## src/rtl/pwb_pkg.sv

```systemverilog
package pwb_pkg;
  localparam int BYTE_W = 8;
  typedef logic [BYTE_W-1:0] byte_t;
endpackage

```

## src/rtl/pwb_collect.sv

```systemverilog
module pwb_collect
  import pwb_pkg::*;
#(
  parameter int ADDR_W     = 15,
  parameter int PAGE_BYTES = 64,
  localparam int OFS_W     = $clog2(PAGE_BYTES),
  localparam int PAGE_W    = ADDR_W - OFS_W
) (
  input  logic              clk,
  input  logic              rst_n,
  input  logic              hold_i,
  input  logic              start_i,
  input  logic [ADDR_W-1:0] start_addr_i,
  input  logic              stb_i,
  input  byte_t             byte_i,
  input  logic              close_i,
  input  logic              keep_i,
  input  logic [OFS_W-1:0]  rd_slot_i,
  output byte_t             rd_byte_o,
  output logic [PAGE_BYTES-1:0] mask_o,
  output logic [PAGE_W-1:0] page_o,
  output logic              open_o
);
  logic [OFS_W-1:0]      ofs_q;
  logic [PAGE_W-1:0]     page_q;
  logic [PAGE_BYTES-1:0] mask_q;
  logic                  open_q;
  byte_t                 buf_q [PAGE_BYTES];

  // in-page advance: only the low bits move, upper bits never touched
  function automatic logic [OFS_W-1:0] slot_after(input logic [OFS_W-1:0] s);
    return s + 1'b1;
  endfunction

  logic take_byte;
  assign take_byte = !hold_i && open_q && stb_i && !start_i;

  always_ff @(posedge clk or negedge rst_n) begin
    if (!rst_n) begin
      ofs_q  <= '0;
      page_q <= '0;
      mask_q <= '0;
      open_q <= 1'b0;
    end else if (!hold_i) begin
      if (start_i) begin
        open_q <= 1'b1;
        page_q <= start_addr_i[ADDR_W-1:OFS_W];
        ofs_q  <= start_addr_i[OFS_W-1:0];
        mask_q <= '0;
      end else if (take_byte) begin
        mask_q[ofs_q] <= 1'b1;
        ofs_q         <= slot_after(ofs_q);
      end
      if (close_i && open_q) begin
        open_q <= 1'b0;
        if (!keep_i) mask_q <= '0;
      end
    end
  end

  always_ff @(posedge clk) begin
    if (take_byte) buf_q[ofs_q] <= byte_i;
  end

  assign rd_byte_o = buf_q[rd_slot_i];
  assign mask_o    = mask_q;
  assign page_o    = page_q;
  assign open_o    = open_q;

  // buffer contents bookkeeping frozen for the whole programming window
  p_frozen_in_window_r8: assert property (@(posedge clk) disable iff (!rst_n)
    (hold_i && $past(hold_i)) |-> ($stable(mask_q) && $stable(page_q)));

  // the slot index wraps inside the page
  p_slot_wrap_r2: assert property (@(posedge clk) disable iff (!rst_n)
    (take_byte && !close_i && (ofs_q == OFS_W'(PAGE_BYTES-1))) |=> (ofs_q == '0));

  // no byte lands while no sequence is open
  p_closed_ignores_r10: assert property (@(posedge clk) disable iff (!rst_n)
    (!open_q && !start_i) |=> $stable(mask_q) || (mask_q == '0));
endmodule

```

## src/rtl/pwb_gate.sv

```systemverilog
module pwb_gate #(
  parameter int PAGE_BYTES = 64
) (
  input  logic                  cs_rise_i,
  input  logic                  open_i,
  input  logic                  byte_edge_i,
  input  logic                  wr_ok_i,
  input  logic                  busy_i,
  input  logic [PAGE_BYTES-1:0] mask_i,
  output logic                  close_o,
  output logic                  commit_o
);
  logic any_byte;
  assign any_byte = |mask_i;
  assign close_o  = cs_rise_i && open_i && !busy_i;
  assign commit_o = close_o && byte_edge_i && wr_ok_i && any_byte;
endmodule

```

## src/rtl/pwb_timer.sv

```systemverilog
module pwb_timer #(
  parameter int PAGE_BYTES = 64,
  parameter int PROG_TICKS = 200,
  localparam int OFS_W     = $clog2(PAGE_BYTES),
  localparam int CNT_W     = $clog2(PROG_TICKS) + 1
) (
  input  logic             clk,
  input  logic             rst_n,
  input  logic             go_i,
  output logic             busy_o,
  output logic             sweep_o,
  output logic [OFS_W-1:0] slot_o,
  output logic             done_o
);
  localparam logic [CNT_W-1:0] SWEEP_END = CNT_W'(PAGE_BYTES);
  localparam logic [CNT_W-1:0] LAST_TICK = CNT_W'(PROG_TICKS - 1);

  logic [CNT_W-1:0] cnt_q;
  logic             busy_q;
  logic             done_q;
  logic             at_end;
  assign at_end = busy_q && (cnt_q == LAST_TICK);

  always_ff @(posedge clk or negedge rst_n) begin
    if (!rst_n) begin
      cnt_q  <= '0;
      busy_q <= 1'b0;
      done_q <= 1'b0;
    end else begin
      done_q <= 1'b0;
      if (!busy_q) begin
        if (go_i) begin
          busy_q <= 1'b1;
          cnt_q  <= '0;
        end
      end else if (at_end) begin
        busy_q <= 1'b0;
        done_q <= 1'b1;
      end else begin
        cnt_q <= cnt_q + 1'b1;
      end
    end
  end

  assign busy_o  = busy_q;
  assign done_o  = done_q;
  assign sweep_o = busy_q && (cnt_q < SWEEP_END);
  assign slot_o  = cnt_q[OFS_W-1:0];

  // completion pulse lasts one cycle
  p_done_one_cycle_r6: assert property (@(posedge clk) disable iff (!rst_n)
    done_q |=> !done_q);
  // pulse coincides with the first idle cycle
  p_done_on_fall_r6: assert property (@(posedge clk) disable iff (!rst_n)
    $fell(busy_q) |-> done_q);
  // the tick count never exceeds the window length
  p_window_bound_r5: assert property (@(posedge clk) disable iff (!rst_n)
    busy_q |-> (cnt_q <= LAST_TICK));
endmodule

```

## src/rtl/pwb_top.sv

```systemverilog
module pwb_top
  import pwb_pkg::*;
#(
  parameter int ADDR_W     = 15,
  parameter int PAGE_BYTES = 64,
  parameter int PROG_TICKS = 200
) (
  input  logic              clk,
  input  logic              rst_n,
  input  logic              seq_start_i,
  input  logic [ADDR_W-1:0] seq_addr_i,
  input  logic              data_stb_i,
  input  logic [7:0]        data_i,
  input  logic              byte_edge_i,
  input  logic              cs_rise_i,
  input  logic              wr_ok_i,
  output logic              busy_o,
  output logic              arr_we_o,
  output logic [ADDR_W-1:0] arr_addr_o,
  output logic [7:0]        arr_data_o,
  output logic              wel_clr_o
);
  localparam int OFS_W  = $clog2(PAGE_BYTES);
  localparam int PAGE_W = ADDR_W - OFS_W;

  logic                  busy_w, sweep_w, done_w;
  logic                  close_w, commit_w, open_w;
  logic [OFS_W-1:0]      slot_w;
  logic [PAGE_BYTES-1:0] mask_w;
  logic [PAGE_W-1:0]     page_w;
  byte_t                 rd_byte_w;

  pwb_collect #(.ADDR_W(ADDR_W), .PAGE_BYTES(PAGE_BYTES)) u_collect (
    .clk(clk), .rst_n(rst_n), .hold_i(busy_w),
    .start_i(seq_start_i), .start_addr_i(seq_addr_i),
    .stb_i(data_stb_i), .byte_i(data_i),
    .close_i(close_w), .keep_i(commit_w),
    .rd_slot_i(slot_w), .rd_byte_o(rd_byte_w),
    .mask_o(mask_w), .page_o(page_w), .open_o(open_w)
  );

  pwb_gate #(.PAGE_BYTES(PAGE_BYTES)) u_gate (
    .cs_rise_i(cs_rise_i), .open_i(open_w), .byte_edge_i(byte_edge_i),
    .wr_ok_i(wr_ok_i), .busy_i(busy_w), .mask_i(mask_w),
    .close_o(close_w), .commit_o(commit_w)
  );

  pwb_timer #(.PAGE_BYTES(PAGE_BYTES), .PROG_TICKS(PROG_TICKS)) u_timer (
    .clk(clk), .rst_n(rst_n), .go_i(commit_w),
    .busy_o(busy_w), .sweep_o(sweep_w), .slot_o(slot_w), .done_o(done_w)
  );

  assign busy_o     = busy_w;
  assign arr_we_o   = sweep_w && mask_w[slot_w];
  assign arr_addr_o = {page_w, slot_w};
  assign arr_data_o = rd_byte_w;
  assign wel_clr_o  = done_w;

  // array writes happen only inside a window
  p_write_in_window_r7: assert property (@(posedge clk) disable iff (!rst_n)
    arr_we_o |-> busy_o);
  // a window opens only after a gated release
  p_start_gated_r3: assert property (@(posedge clk) disable iff (!rst_n)
    $rose(busy_o) |-> $past(cs_rise_i && byte_edge_i && wr_ok_i));
  // a misaligned release never opens a window
  p_misaligned_no_start_r4: assert property (@(posedge clk) disable iff (!rst_n)
    (cs_rise_i && !byte_edge_i && !busy_o) |=> !busy_o);
  // consecutive writes in a window stay on one page
  p_same_page_r1: assert property (@(posedge clk) disable iff (!rst_n)
    (arr_we_o && $past(arr_we_o)) |->
      (arr_addr_o[ADDR_W-1:OFS_W] == $past(arr_addr_o[ADDR_W-1:OFS_W])));
endmodule

```

## config.mk

```make
export PLATFORM = sky130hd
export DESIGN_NAME = pwb_top
export DESIGN_NICKNAME = d
export VERILOG_FILES = /design/src/rtl/pwb_pkg.sv /design/src/rtl/pwb_collect.sv /design/src/rtl/pwb_gate.sv /design/src/rtl/pwb_timer.sv /design/src/rtl/pwb_top.sv
export SDC_FILE = /design/constraint.sdc
export NUM_CORES = 1
export LEC_CHECK = 0
export CORE_ASPECT_RATIO = 0.9
export CORE_UTILIZATION = 47
export DETAILED_ROUTE_END_ITERATION = 6
export DONT_BUFFER_PORTS = 1
export SLEW_MARGIN = 15
export SYNTH_ARGS = -nofsm -noshare
export SYNTH_HDL_FRONTEND = slang
export SYNTH_HIERARCHICAL = 1
export SYNTH_SLANG_ARGS = --single-unit
export TNS_END_PERCENT = 100
```

## constraint.sdc

```tcl
create_clock -name clk -period 3 [get_ports clk]
set_input_delay 0.3 -clock clk [delete_from_list [all_inputs] [get_ports clk]]
set_output_delay 0.3 -clock clk [all_outputs]
set_load 0.02 [all_outputs]
```

; After elaboration in Yosys (flattened, before gate mapping)
; Memory sizes are Yosys's and may differ from the RTL's.
; Index checks and enable logic that the tools add are counted.
[word_totals]
word_cells = 63
ram_bits = 512
register_bits = 91
memories = 1
[memory_table]
columns = memory, depth, width, rd, rd_ports_with_merged_regs, wr, line_no
row1 = u_collect.buf_q, 64, 8, 1, 0, 1, pwb_collect.sv:28  ; byte_t buf_q [PAGE_BYTES];
[classes]
order_cmp = 4
add_sub_neg = 2
n_bitwise = 2
reduce_logical = 23
mux = 22
n_eq_ne = 2
[ops]
columns = operator, n
row1 = 2-to-1 mux 64 bit, 4
row2 = bitwise OR 64 bit, 1
row3 = OR reduction 64 bit, 1
row4 = 2-to-1 mux 9 bit, 3
row5 = "less-than comparator 6 x 7 -> 1 bit, second input constant", 2
row6 = logical AND 1 bit, 13
row7 = 2-to-1 mux 6 bit, 2
row8 = 2-to-1 mux 1 bit, 11
row9 = "adder 9 x 1 -> 9 bit, second input constant", 1
row10 = "equality test 9 x 8 -> 1 bit, second input constant", 1
row11 = "less-than comparator 9 x 7 -> 1 bit, second input constant", 1
row12 = AND reduction 2 bit, 4
row13 = "adder 6 x 1 -> 6 bit, second input constant", 1
row14 = binary-select mux 1 bit (select 6 bit), 1
row15 = demux 1 bit (select 6 bit), 1
row16 = ">= comparator 6 x 1 -> 1 bit, second input constant", 1
row17 = nonzero test 2 bit, 3
row18 = logical NOT 1 bit, 2
row19 = "inequality test 2 bit, second input constant", 1
row20 = inverter 1 bit, 1

; Longest topological paths before layout
; Gate-level depths: netlist of run 1.
[logic_depth]
word_depth = 9
mapped_depth = 10
depth_no_buf = 7

; Modules after synthesis
; The synthesis of run 1 kept the hierarchy.
[modules_own_cells]
columns = mod, cells_per_inst, instances, area_each_um2
row1 = pwb_collect, 1147, 1, 22814.4
row2 = pwb_timer, 70, 1, 693.2
row3 = pwb_top, 43, 1, 614.3
row4 = pwb_gate, 25, 1, 153.9

; Worst setup path before layout of run 1
; OpenSTA, ideal clock, no wires.
[synth_timing]
path_kind = register to output
startpoint = register u_timer.cnt_q[2]
endpoint = output arr_data_o[5]
t_arrival_ns = 2.402
setup_slack_ns = 0.298
required_time_ns = 2.700
path_stages_with_launch = 9
cell_sequence = dfrtp_1 buf_4 buf_2 buf_4 clkbuf_1 buf_2 o221ai_1 o21a_1 o41ai_1
[synth_via]
elab_chain_cells = 1
[synth_rtl]
columns = item, line_no
row1 = start: declaration, pwb_timer.sv:18  ; logic [CNT_W-1:0] cnt_q;
row2 = start signal: assignment, pwb_timer.sv:40  ; cnt_q <= cnt_q + 1'b1;
row3 = memory read (64 x 8 bit), n/a
row4 = end: declaration, pwb_top.sv:20  ; output logic [7:0] arr_data_o,
; No other way between the ends.

; Worst setup path in the final report of run 1
[layout_timing]
startpoint = register u_timer.cnt_q[0]
endpoint = output arr_data_o[1]
; Same word-level chain as after synthesis.

==> flow_metrics.tcl, run 1 <==
set metrics [dict create \
    utilization 0.576 \
    yosys_warnings 6 \
    critPathLaunchType "flop" \
    ys_ff_latch 603 \
    setup_violations 9 \
    rows 78 \
    antenna_found_initial 1 \
    wl_per_cell_um 28.6 \
    cp.arrival_ns 2.95 \
    rsz0062_at_grt "yes" \
    cts_num_sinks 603 \
    slew_viol_final 0 \
    ys_top_cells_by_area "edfxtp_1, mux4_2, dfrtp_1" \
    yosysSeqAreaShare 0.727 \
    htreeDepth 2 \
    crit_path_end_kind "output pin" \
    drive_gt1_frac 0.318 \
    violations "setup timing" \
    synth_top_area_frac 0.633 \
    grt_pass1_wl_um 92100 \
    synth_nets 1317 \
    gr-max-usage-layer "met2" \
    fin_ws_ns -0.247 \
    pin_count 56 \
    dp_worst_setup_slack_ns 0.0897 \
    die_y_um 218 \
    regArea_um2 17700 \
    hpwl_um 38900 \
    synth-edff-count 512 \
    synth_ff_type "edfxtp_1" \
    hold_viol_final 0 \
    portBuffers 0 \
    period_needed_ns 3.25 \
    areaGrowthSynthToFinish_pct 20.1 \
    grtUsageMet2 0.360 \
    globalplace.congestion 0.821 \
    relSlewSlack 0.455 \
    fillers 3783 \
    clk_pin_slew_worst_paths_ns 0.06 \
    remaining_drc_errors 0 \
    p_comb_frac 0.331 \
    max_freq_mhz 308 \
    p_leak_nw 9.95 \
    hp-class "input pin to flop" \
    grt_overflow 0 \
    switching_share 0.312 \
    start_util 0.479 \
    final_cells 2199 \
    multi_input_area_um2 6530 \
    cp_max_fo 9 \
    postSynthCellCount 1285 \
    synth_top_area_cell "edfxtp_1" \
    die_x_um 242 \
    grt_pass1_vias 13400 \
    finalCritPeriodShare 1.08 \
    drtAntennaViolNets 0 \
    vias 13400 \
    mostFrequentLayoutCells "edfxtp_1, buf_4, mux4_2" \
    grtUsageMet1 0.359 \
    outcome "finished with violations" \
    cts_root_buf "clkbuf_16" \
    wl_um 62900 \
    cap_violations 0 \
    dp_cells 2026 \
    p_sw_mw 8.06 \
    track_usage 0.244 \
    worstSetupPathType "flop to output pin" \
    tightestPinTransition_ns 0.817 \
    synth_cell_types 69 \
    core_um2 50700 \
    drt_first_pass_iters 7 \
    grt_max_degree 92 \
    irDropWorstVdd_v 0.000547 \
    syn-cell-area_um2 24300 \
    postSynthAreaPerCell_um2 18.9 \
    clockPowerShare 0.286 \
    seqPwrFrac 0.383 \
    cts_buffers 59 \
    power.density_nw_per_um2 886 \
    use_met3 0.0588 \
    fp.dieArea_um2 52600 \
    finalClockSkew_ns 0.0230 \
    intPower_mw 17.8 \
    cts_tree "done" \
    synthArstFlopShare 0.151 \
    final_common_cell "edfxtp_1" \
    nets 1503 \
    clk_latency_ns 0.62 \
    crit_required_ns 2.70 \
    dr.first_iter.drc_count 1410 \
    clockBufferDepth 3 \
    whs_ns 0.0490 \
    post_drt_via_cell_ratio 6.10 \
]
==> worst max-delay path: stages (launching register included) <==
cell,delay [ns]
dfrtp_4,0.49
buf_12,0.18
mux4_2,0.52
o221ai_2,0.22
o31ai_4,0.13
nor4b_4,0.17
a311o_1,0.44
buf_6,0.17
==> power groups by stage <==
stage,Combinational [mW],Clock [mW],Sequential (mW)
after global routing,9.02,7.84,9.91
after global placement,6.81,0,10.1
after floorplan,4.70,0,9.75
final,8.55,7.39,9.88
after detailed placement,6.85,0,10.1
after CTS,8.16,7.52,9.87
==> synth_stat cells, drive strengths merged, types with 15 or more instances <==
master and instances:
buf 41, clkbuf 39, dfrtp 91, edfxtp 512, mux2 15, mux2i 21, mux4 139, nand2 31
nand3 25, nor2 86, nor2b 15, nor4 19, o21a 65, o21ai 16, o22ai 19
==> per-stage QoR <==
stage               setup TNS, ns  power [mW]  instance area (µm²)
floorplan                       0        14.5                24300
global placement                0        16.9                25900
detailed placement              0        16.9                25900
CTS                         -2.23        25.6                28900
global route                -2.53        26.8                29200
finish                      -1.90        25.8                29200
==> cell type report <==
class,instances,area share
clock buffers,79,0.0556
multi-input cells,592,0.224
repair buffers,205,0.0736
inverters,10,0.00129
clock inverters,29,0.0101
flip-flops and latches,603,0.606
well taps,680,0.0292
diodes,1,0.0000858
==> final timing paths <==
check | startpoint | endpoint | slack (ns) | cells after the start
setup reg to reg | u_collect/mask_o[46] | u_collect/mask_o[19] | 0.14 | 9
setup / recovery | u_timer/cnt_q[0] | arr_data_o[1] | -0.25 | 7
min in group asynchronous | rst_n | u_collect/ofs_q[0] | 0.26 | 2
hold / removal | data_i[1] | u_collect/buf_q[54][1] | 0.05 | 1
hold reg to reg | u_collect/mask_o[32] | u_collect/mask_o[32] | 0.51 | 1
max in group asynchronous | rst_n | u_timer/cnt_q[0] | 2.36 | 2
==> state kept, by name (all words and copies together) (netlist names) <==
| signal | count |
|---|---|
| u_timer/cnt_q | 9 |
| u_collect/mask_o | 64 |
| u_collect/buf_q | 512 |
| u_collect/page_o | 9 |
| u_timer/done_o | 1 |
| u_collect/ofs_q | 6 |
| u_timer/busy_o | 1 |
| u_collect/open_o | 1 |
==> layer usage <==
layer / part of all wire / vias up
met5: 0 / -
met4: 0.025 / 0
met3: 0.087 / 104
met2: 0.45 / 575
met1: 0.44 / 7083
li1: - / 5649
==> logic make-up (layout without fill, tap and decap cells) <==
logic type,Yosys count,in the layout,synth area share
AO/OA/AOI/OAI,186,186,0.0558
AND/OR/NAND/NOR,228,228,0.0472
XOR/XNOR,1,1,0.000361
other,0,1,0
flip-flops,603,603,0.727
adder cells (fa/ha/maj),2,2,0.00103
buffers and inverters,90,323,0.0219
multiplexers,175,175,0.147
==> repair_timing <==
item	4_1_cts	5_1_grt
endpoints found under the setup margin	9	9
cloned	3	1
endpoints found under the hold margin	619	0
pin swaps	12	8
hold buffers	28	0
buffers inserted	24	11
resized for setup	76	30
(Power assumes the default switching activity.)
==> run 2, diff against run 1 <==
CORE_ASPECT_RATIO = unset   (was 0.9)
==> run 2 against run 1 <==
Net effect: register-to-register slack improved by 0.15 ns; core utilization rose by 0.45 points; the flow still finishes with violations (setup timing); total power rose by 1.7%; hold slack improved by 0.0086 ns; cell area rose by 0.65%; sequential cell count did not move; clock power rose by 5.0%; sequential share of layout area fell by 0.39 points; critical path depth rose by 2.
==> flow_metrics.tcl, run 2 (synthesis gave the netlist of run 1 again) <==
set metrics [dict create \
    nets 1500 \
    crit_end "arr_data_o[2]" \
    wl_um 60400 \
    hp-class "input pin to flop" \
    max_freq_mhz 305 \
    remaining_drc_errors 0 \
    period_needed_ns 3.28 \
    dp_cells 2000 \
    die_x_um 229 \
    violations "setup timing" \
    areaGrowthSynthToFinish_pct 20.9 \
    cts_root_buf "clkbuf_16" \
    p_leak_nw 10.0 \
    place_area_um2 25700 \
    cts_num_sinks 603 \
    clk_latency_ns 0.62 \
    regMostFlops "u_collect/buf_q" \
    final_common_cell "edfxtp_1" \
    cap_violations 0 \
    final_cell_area_um2 29300 \
    irDropWorstVdd_v 0.000610 \
    critPathLaunchType "flop" \
    wl_per_cell_um 27.6 \
    setup_violations 9 \
    slew_viol_final 0 \
    post_drt_via_cell_ratio 6.03 \
    rows 82 \
    htreeDepth 2 \
    reg2reg_depth 9 \
    power.density_nw_per_um2 895 \
    mostFrequentLayoutCells "edfxtp_1, buf_4, mux4_2" \
    tightestPinTransition_ns 0.899 \
    hold_viol_final 0 \
    drt_first_pass_iters 5 \
    start_util 0.480 \
    whs_ns 0.0576 \
    crit_path_end_kind "output pin" \
    cts_tree "done" \
    antenna_found_initial 0 \
    cp.arrival_ns 2.98 \
    track_usage 0.234 \
    finalCritPeriodShare 1.09 \
    timing.rr.end "u_collect/mask_o[56]" \
    fp.dieArea_um2 52600 \
    final_cells 2190 \
    grt_pass1_vias 13500 \
    grt_max_degree 92 \
    cts_buffers 61 \
    drtAntennaViolNets 0 \
    globalplace.congestion 0.841 \
    portBuffers 0 \
    clockBufferDepth 3 \
    clk_pin_slew_worst_paths_ns 0.06 \
    fillers 3756 \
    rsz0062_at_grt "yes" \
    core_um2 50600 \
    grt_overflow 0 \
    dp_worst_setup_slack_ns 0.0808 \
    hold_depth 1 \
    hpwl_um 36200 \
    setup.worst_path.start "u_timer/cnt_q[0]" \
    ff2ff_setup_slack_ns 0.29 \
    worstSetupPathType "flop to output pin" \
    cp_max_fo 8 \
    dr.first_iter.drc_count 1393 \
    pin_count 56 \
    drive_gt1_frac 0.327 \
    crit_required_ns 2.70 \
    relSlewSlack 0.400 \
    finalClockSkew_ns 0.0165 \
    largest_reg_flops 512 \
    die_y_um 229 \
    n_antenna_cell 0 \
    worstReg2RegStart "u_timer/busy_o" \
    outcome "finished with violations" \
    vias 13200 \
    fin_ws_ns -0.282 \
    grt_pass1_wl_um 90300 \
]
run 2: cell count changes in the layout (fill, tap and decap cells not counted), moves of 3 or more:
| cell | before | now |
|---|---|---|
| a2111oi_4 | 4 | 1 |
| clkinv_1 | 12 | 3 |
| buf_4 | 146 | 138 |
| o21ai_1 | 5 | 2 |
| clkbuf_16 | 60 | 69 |
| buf_6 | 8 | 5 |
| clkinv_2 | 7 | 17 |
| buf_12 | 12 | 15 |
| mux4_1 | 9 | 12 |
| nand3_4 | 0 | 3 |
| o22ai_1 | 10 | 13 |
| mux4_2 | 130 | 127 |
run 2: final cells by class:
type                    instances  area, µm²  area share
clock buffers                  85       1800      0.0615
clock inverters                28        270     0.00921
inverters                      10       37.5     0.00128
multi-input cells             592       6570       0.224
flip-flops and latches        603      17700       0.602
well taps                     672        841      0.0287
repair buffers                200       2150      0.0733
run 2: how the worst min path moves through the flow:
stage / start / end
floorplan: rst_n / u_collect/mask_o[0]
global placement: rst_n / u_collect/page_o[0]
detailed placement: rst_n / u_collect/page_o[5]
CTS: data_i[5] / u_collect/buf_q[0][5]
global route: data_i[2] / u_collect/buf_q[28][2]
finish: data_i[2] / u_collect/buf_q[30][2]
run 2: stage by stage:
stage                     power (mW)   util  TNS (ns)
after CTS                       25.9  0.574     -2.38
after floorplan                 14.5      -         0
after global placement          16.7  0.509         0
after detailed placement        16.8  0.509         0
after global routing            27.2  0.580     -2.77
final                           26.3  0.580     -2.15
run 2: repair_timing:
action / 4_1_cts / 5_1_grt
buffers inserted: 23 / 21
pin swaps: 16 / 8
resized for setup: 86 / 26
hold buffers: 30 / 0
setup endpoints to repair: 9 / 74
hold endpoints to repair: 620 / 0
gates cloned: 4 / 2
run 2: power by group:
group | internal [mW] | total, mW | leakage, nW | switching, mW
Clock | 4.61 | 7.76 | 1.03 | 3.15
Combinational | 4.20 | 8.60 | 3.19 | 4.40
Sequential | 9.36 | 9.89 | 5.81 | 0.535
Total | 18.2 | 26.3 | 10.0 | 8.09
run 2: worst max-delay path, stage by stage (launching register included):
cell and delay, ns:
dfrtp_4 0.50, buf_12 0.18, mux4_2 0.51, o22ai_1 0.21, o31ai_2 0.10, buf_4 0.16, nor4b_2 0.15, buf_4 0.19
a31o_4 0.22, buf_12 0.13
run 2: per-layer routing:
layer  share of wire  up-vias  global-route usage
li1                -     5644                   -
met1            0.44     6932               0.353
met2            0.46      548               0.358
met3           0.082       72              0.0380
met4           0.018        0              0.0569
met5               0        -                   0
